$ cat src/rtl/scan_seq_pkg.sv
`timescale 1ns/1ps
package scan_seq_pkg;

  typedef enum logic [1:0] {
    PH_IDLE   = 2'd0,
    PH_EXEC   = 2'd1,
    PH_COMMIT = 2'd2
  } phase_e;

  // Budget is spent once the cycle being counted is the last one allowed.
  // A zero budget behaves like a budget of one cycle.
  function automatic logic wd_expired(input logic [31:0] cnt, input logic [31:0] bud);
    return (cnt + 32'd1) >= bud;
  endfunction

  function automatic logic [31:0] wd_bump(input logic [31:0] cnt);
    return cnt + 32'd1;
  endfunction

endpackage

$ cat src/rtl/scan_snapshot.sv
`timescale 1ns/1ps
module scan_snapshot #(
  parameter int W = 16
) (
  input  logic         clk,
  input  logic         rst_n,
  input  logic         load,
  input  logic [W-1:0] d,
  output logic [W-1:0] q
);

  always_ff @(posedge clk or negedge rst_n) begin
    if (!rst_n)    q <= '0;
    else if (load) q <= d;
  end

  // the snapshot only moves on a load edge
  p_snap_frozen_r3: assert property (@(posedge clk) disable iff (!rst_n)
    !$stable(q) |-> $past(load));

endmodule

$ cat src/rtl/scan_watchdog.sv
`timescale 1ns/1ps
module scan_watchdog #(
  parameter int BW = 16
) (
  input  logic          clk,
  input  logic          rst_n,
  input  logic          clear,
  input  logic          run,
  input  logic [BW-1:0] budget,
  output logic [BW-1:0] count,
  output logic          expired
);
  import scan_seq_pkg::*;

  logic [31:0] bumped;

  assign bumped  = wd_bump(32'(count));
  assign expired = wd_expired(32'(count), 32'(budget));

  always_ff @(posedge clk or negedge rst_n) begin
    if (!rst_n)     count <= '0;
    else if (clear) count <= '0;
    else if (run)   count <= bumped[BW-1:0];
  end

  // every scan starts its budget from zero
  p_wd_restart_r5: assert property (@(posedge clk) disable iff (!rst_n)
    clear |=> (count == '0));

endmodule

$ cat src/rtl/scan_out_commit.sv
`timescale 1ns/1ps
module scan_out_commit #(
  parameter int         W    = 16,
  parameter logic [W-1:0] SAFE = '0
) (
  input  logic         clk,
  input  logic         rst_n,
  input  logic         load,
  input  logic         force_safe,
  input  logic [W-1:0] d,
  output logic [W-1:0] q
);

  always_ff @(posedge clk or negedge rst_n) begin
    if (!rst_n)          q <= SAFE;
    else if (force_safe) q <= SAFE;
    else if (load)       q <= d;
  end

  // the actuator word moves only on a commit or a safe-state entry
  p_act_only_commit_r4: assert property (@(posedge clk) disable iff (!rst_n)
    !$stable(q) |-> $past(load || force_safe));

  // a safe-state entry always lands the safe value
  p_force_safe_r9: assert property (@(posedge clk) disable iff (!rst_n)
    force_safe |=> (q == SAFE));

endmodule

$ cat src/rtl/scan_seq.sv
`timescale 1ns/1ps
module scan_seq #(
  parameter int               IN_W     = 16,
  parameter int               OUT_W    = 16,
  parameter int               BUD_W    = 16,
  parameter logic [OUT_W-1:0] SAFE_VAL = '0
) (
  input  logic             clk,
  input  logic             rst_n,
  input  logic             scan_tick,
  input  logic [IN_W-1:0]  raw_in,
  output logic [IN_W-1:0]  snap_out,
  output logic             exec_start,
  input  logic             exec_done,
  input  logic [OUT_W-1:0] stage_in,
  output logic [OUT_W-1:0] act_out,
  input  logic [BUD_W-1:0] budget,
  input  logic             shutdown_en,
  input  logic             fault_clr,
  output logic             overrun_alert,
  output logic             fault,
  output logic             shutdown
);
  import scan_seq_pkg::*;

  phase_e            phase_q, phase_d;
  logic [BUD_W-1:0]  wd_count;
  logic              wd_spent;

  // Named internal events
  logic scan_begin, late_tick, budget_miss, overrun_ev;
  logic done_ok, commit_ev, shut_entry, in_exec;

  assign in_exec     = (phase_q == PH_EXEC);
  assign scan_begin  = (phase_q == PH_IDLE) && scan_tick && !shutdown;
  assign late_tick   = (phase_q != PH_IDLE) && scan_tick;
  assign budget_miss = in_exec && !exec_done && wd_spent;
  assign overrun_ev  = late_tick || budget_miss;
  assign done_ok     = in_exec && exec_done && !overrun_ev;
  assign commit_ev   = (phase_q == PH_COMMIT) && !late_tick;
  assign shut_entry  = overrun_ev && shutdown_en;

  always_comb begin
    phase_d = phase_q;
    unique case (phase_q)
      PH_IDLE:   if (scan_begin) phase_d = PH_EXEC;
      PH_EXEC:   if (overrun_ev) phase_d = PH_IDLE;
                 else if (done_ok) phase_d = PH_COMMIT;
      PH_COMMIT: phase_d = PH_IDLE;
      default:   phase_d = PH_IDLE;
    endcase
  end

  always_ff @(posedge clk or negedge rst_n) begin
    if (!rst_n) begin
      phase_q       <= PH_IDLE;
      exec_start    <= 1'b0;
      overrun_alert <= 1'b0;
      fault         <= 1'b0;
      shutdown      <= 1'b0;
    end else begin
      phase_q       <= phase_d;
      exec_start    <= scan_begin;
      overrun_alert <= overrun_ev;
      if (overrun_ev)     fault <= 1'b1;
      else if (fault_clr) fault <= 1'b0;
      if (shut_entry)     shutdown <= 1'b1;
      else if (fault_clr) shutdown <= 1'b0;
    end
  end

  scan_snapshot #(.W(IN_W)) u_snap (
    .clk(clk), .rst_n(rst_n), .load(scan_begin), .d(raw_in), .q(snap_out)
  );

  scan_watchdog #(.BW(BUD_W)) u_wd (
    .clk(clk), .rst_n(rst_n), .clear(scan_begin), .run(in_exec),
    .budget(budget), .count(wd_count), .expired(wd_spent)
  );

  scan_out_commit #(.W(OUT_W), .SAFE(SAFE_VAL)) u_out (
    .clk(clk), .rst_n(rst_n), .load(commit_ev), .force_safe(shut_entry),
    .d(stage_in), .q(act_out)
  );

  // start is a single-cycle pulse
  p_start_pulse_r2: assert property (@(posedge clk) disable iff (!rst_n)
    exec_start |=> !exec_start);

  // the watchdog sits at zero in the first execute cycle
  p_wd_zero_at_start_r5: assert property (@(posedge clk) disable iff (!rst_n)
    exec_start |-> (wd_count == '0));

  // the alert never lasts two cycles
  p_alert_pulse_r5: assert property (@(posedge clk) disable iff (!rst_n)
    overrun_alert |=> !overrun_alert);

  // a commit is always preceded by execution
  p_commit_after_exec_r4: assert property (@(posedge clk) disable iff (!rst_n)
    (phase_q == PH_COMMIT) |-> ($past(phase_q) == PH_EXEC));

  // the fault holds without a clear
  p_fault_sticky_r8: assert property (@(posedge clk) disable iff (!rst_n)
    (fault && !fault_clr) |=> fault);

  // no scan starts and the outputs stay safe in shutdown
  p_shut_quiet_r9: assert property (@(posedge clk) disable iff (!rst_n)
    shutdown |-> (!exec_start && act_out == SAFE_VAL));

  // a late tick never opens a new scan
  p_late_tick_r7: assert property (@(posedge clk) disable iff (!rst_n)
    late_tick |=> (!exec_start && phase_q == PH_IDLE));

endmodule

$ cat config.mk
export PLATFORM = sky130hd
export DESIGN_NAME = scan_seq
export DESIGN_NICKNAME = d
export VERILOG_FILES = /design/src/rtl/scan_seq_pkg.sv /design/src/rtl/scan_snapshot.sv /design/src/rtl/scan_watchdog.sv /design/src/rtl/scan_out_commit.sv /design/src/rtl/scan_seq.sv
export SDC_FILE = /design/constraint.sdc
export NUM_CORES = 1
export LEC_CHECK = 0
export BUFFER_PORTS_ARGS = -buffer_cell sky130_fd_sc_hd__buf_2
export CAP_MARGIN = 20
export CORE_ASPECT_RATIO = 1.2
export CORE_MARGIN = 5
export CORE_UTILIZATION = 40
export CTS_BUF_LIST = sky130_fd_sc_hd__clkbuf_8
export CTS_CLUSTER_DIAMETER = 120
export DETAILED_ROUTE_END_ITERATION = 7
export PLACE_DENSITY = 0.65
export SKIP_LAST_GASP = 1
export SYNTH_ARGS = -nofsm -noshare
export SYNTH_HDL_FRONTEND = slang
export SYNTH_SLANG_ARGS = --single-unit
$ cat constraint.sdc
create_clock -name clk -period 4.7 [get_ports clk]
set_input_delay 1.41 -clock clk [delete_from_list [all_inputs] [get_ports clk]]
set_output_delay 1.41 -clock clk [all_outputs]
set_load 0.05 [all_outputs]
==> impl_metrics.yaml <==
status:
  outcome: "completed"
drt:
  firstDrtPassIters: 4
  drtIter0Drc: 98
  vias: 2276
  wl_per_cell_um: 13.80
  drc: 0
  drt_wl_total_um: 6265
  via_per_inst: 5.013
  ant_nets: 0
timing:
  finalHoldViolations: 0
  setup-violations-final: 0
  clock_skew_ns: 0.01063
  setup-tns-final_ns: 0
  min_period_over_period_pct: 71.61
  period_minus_slack_ns: 3.366
  hold_slack_ns: 0.5098
  rsz0062_at_grt: "no"
  worstMarginPinSlew_ns: 0.9390
  slew_viol_final: 0
  fmax_ghz: 0.2971
  slew_headroom_pct: 37.27
hold_path:
  holdPathStages: 1
  hold_class: "flip-flop to flip-flop"
  min_from: "u_snap.q[3]"
grt:
  grt_first_pass_wirelength_um: 10560
  grt_start_max_net_pins: 31
  grt_antenna_before_repair: 0
  grt_pass1_vias: 2294
  gr-usage-all-layers_pct: 14.09
  gr-total-overflow: 0
finish:
  final_area_mm2: 0.003590
  area_growth_pct: 21.93
  diodes: 0
  fill_cells: 699
  fin_nets: 434
  fin_cells: 454
  drive_gt1_share_pct: 37.36
worst_setup_path:
  critPathLaunch: "u_wd.count[0]"
  worst-path-max-fanout: 17
  slowest_delay_ns: 0.64
  crit_chain: "ha_1, nand2_1, nor4b_2, and3_1, xor2_1, ha_1, nand4_1, a2111o_1, a41oi_4, nor2_1"
  worst_setup_path_start_kind: "flip-flop"
  path_common_cell: "ha_1"
  rr_startpoint: "u_wd.count[0]"
  reg2reg_depth: 10
  cp.required_ns: 4.86
  critical_path_class: "flip-flop to flip-flop"
  cp_top_family: "compound AO/OA/AOI/OAI gates"
  arrival_ns: 3.53
  r2r_setup_slack_ns: 1.33
  cp_num_buf_inv: 0
  cp.depth: 10
  cp_slowest_cell: "a41oi_4"
  endpoint_kind: "flip-flop"
logic_synthesis:
  async_flop_share_pct: 100.0
  synth_edf_count: 0
  syn-cell-area_mm2: 0.002944
  ys_seq_elements: 54
  synth_flop_cell: "dfrtp_1"
  yosysTopAreaCellShare_pct: 45.90
  synth_cell_types: 42
  synth_top_area_cell: "dfrtp_1"
  syn-num-nets: 346
  synth_common_cells: "54 x dfrtp_1, 25 x nand2_1, 18 x inv_1"
  synth.avg_cell_area_um2: 10.71
  ys_top_cells_by_area: "dfrtp_1 46%, ha_1 7.2%, mux2_2 6.1%"
  synth_most_common_cell: "dfrtp_1"
  yosysSeqAreaShare_pct: 45.90
  yosys_warnings: 0
  synthCells: 275
clock_network:
  h-tree-depth: 2
  cts_setup_buffers: 0
  cts_made_buffers: 5
  insertion_delay_ns: 0.31
  postCtsHoldBufs: 0
  clockBufferDepth: 2
  clk_pin_slew_ns: 0.10
  ctsResizeCount: 0
  cts_root_buffer: "clkbuf_8"
  clock_sinks: 54
  cts_tree: "yes"
pwr:
  pwr-share-clk_pct: 16.4
  combPwrFrac_pct: 47.3
  leakagePower_uw: 0.001784
  ir_worst_vdd_mv: 0.3838
  power_density_mw_per_mm2: 523.8
  internal-power_uw: 989.6
  sw_frac_of_total_pct: 47.37
  p_switching_uw: 890.6
  pwr-share-seq_pct: 36.3
die:
  ioPinCount: 90
  rows: 34
  core-area_mm2: 0.007232
  dieWidth_um: 88.32
  dieHeight_um: 104.0
  die_area_mm2: 0.009183
  start_util_pct: 40.71
placed_design:
  numPlacedInstances: 446
  port_buffers: 89
  hpwl_um: 4790
  place.gp.congestion: 0.8269
  place_area_mm2: 0.003480
flow_run:
  cap_violations: 0
## through the flow
stage | total power [uW] | worst slack (ns) | util, %
floorplan | 1359 | 1.730 | -
global placement | 1579 | 1.336 | 48.11
detailed placement | 1589 | 1.279 | 48.11
CTS | 1905 | 1.283 | 49.64
global route | 1989 | 0.9423 | 49.64
finish | 1880 | 1.334 | 49.64
## power by group through the flow
| stage | clock network (uW) | logic (uW) | registers (uW) |
|---|---|---|---|
| after global routing | 338 | 947 | 704 |
| final | 309 | 889 | 682 |
| after floorplan | 0 | 244 | 1120 |
| after global placement | 0 | 892 | 687 |
| after CTS | 322 | 899 | 684 |
| after detailed placement | 0 | 901 | 688 |
## state kept, by name, summed over array words and instances (netlist names)
register and count:
u_out.q 16, u_snap.q 16, u_wd.count 16, phase_q 2
exec_start 1, fault 1, overrun_alert 1, shutdown 1
## cell usage in the layout (no fill, tap or decap), drive strengths merged, types with 2 or more instances in the layout
master,n
nor2b,2
nand3,8
ha,17
xnor2,9
nand4,5
a31oi,2
o21ai,23
nor2,26
clkbuf,5
nor4b,2
a21oi,10
o31ai,4
a21o,2
nor3b,2
dfrtp,54
inv,19
mux2i,16
xor2,5
nand2,25
a41oi,2
and4,2
buf,92
mux2,16
## layer usage
| metal | routed length (um) | track usage, % | up-vias |
|---|---|---|---|
| met2 | 2871 | 21.55 | 66 |
| met3 | 526 | 4.437 | 6 |
| met5 | 0 | 0 | - |
| met4 | 74 | 3.888 | 0 |
| li1 | - | - | 1143 |
| met1 | 2793 | 19.11 | 1061 |
## logic make-up after synthesis
| kind of cell | Yosys count | synth area share [%] |
|---|---|---|
| AOI/OAI and AO/OA | 52 | 11.60 |
| xor gates and xnor gates | 14 | 4.165 |
| buffers and inverters | 29 | 4.292 |
| muxes | 32 | 11.56 |
| and+or+nand+nor | 77 | 15.26 |
| adders and majority gates | 17 | 7.225 |
| DFF | 54 | 45.90 |
## area by class of cell
type                    instances  area (um^2)  share of cell area, %
clock buffers                   5        68.82                  1.917
clock inverters                 3        41.29                  1.150
inverters                      18        67.56                  1.882
multi-input cells             192         1480                  41.23
flip-flops and latches         54         1351                  37.64
well taps                      90        112.6                  3.137
repair buffers                 92        467.9                  13.04
## worst paths after layout
kind	endpoint
hold reg to reg	u_snap.q[3]
setup / recovery	u_out.q[3]
setup reg to reg	u_out.q[3]
max in group asynchronous	fault
min in group asynchronous	u_snap.q[7]
hold / removal	u_snap.q[3]
Power figures use the tool's default switching activity.
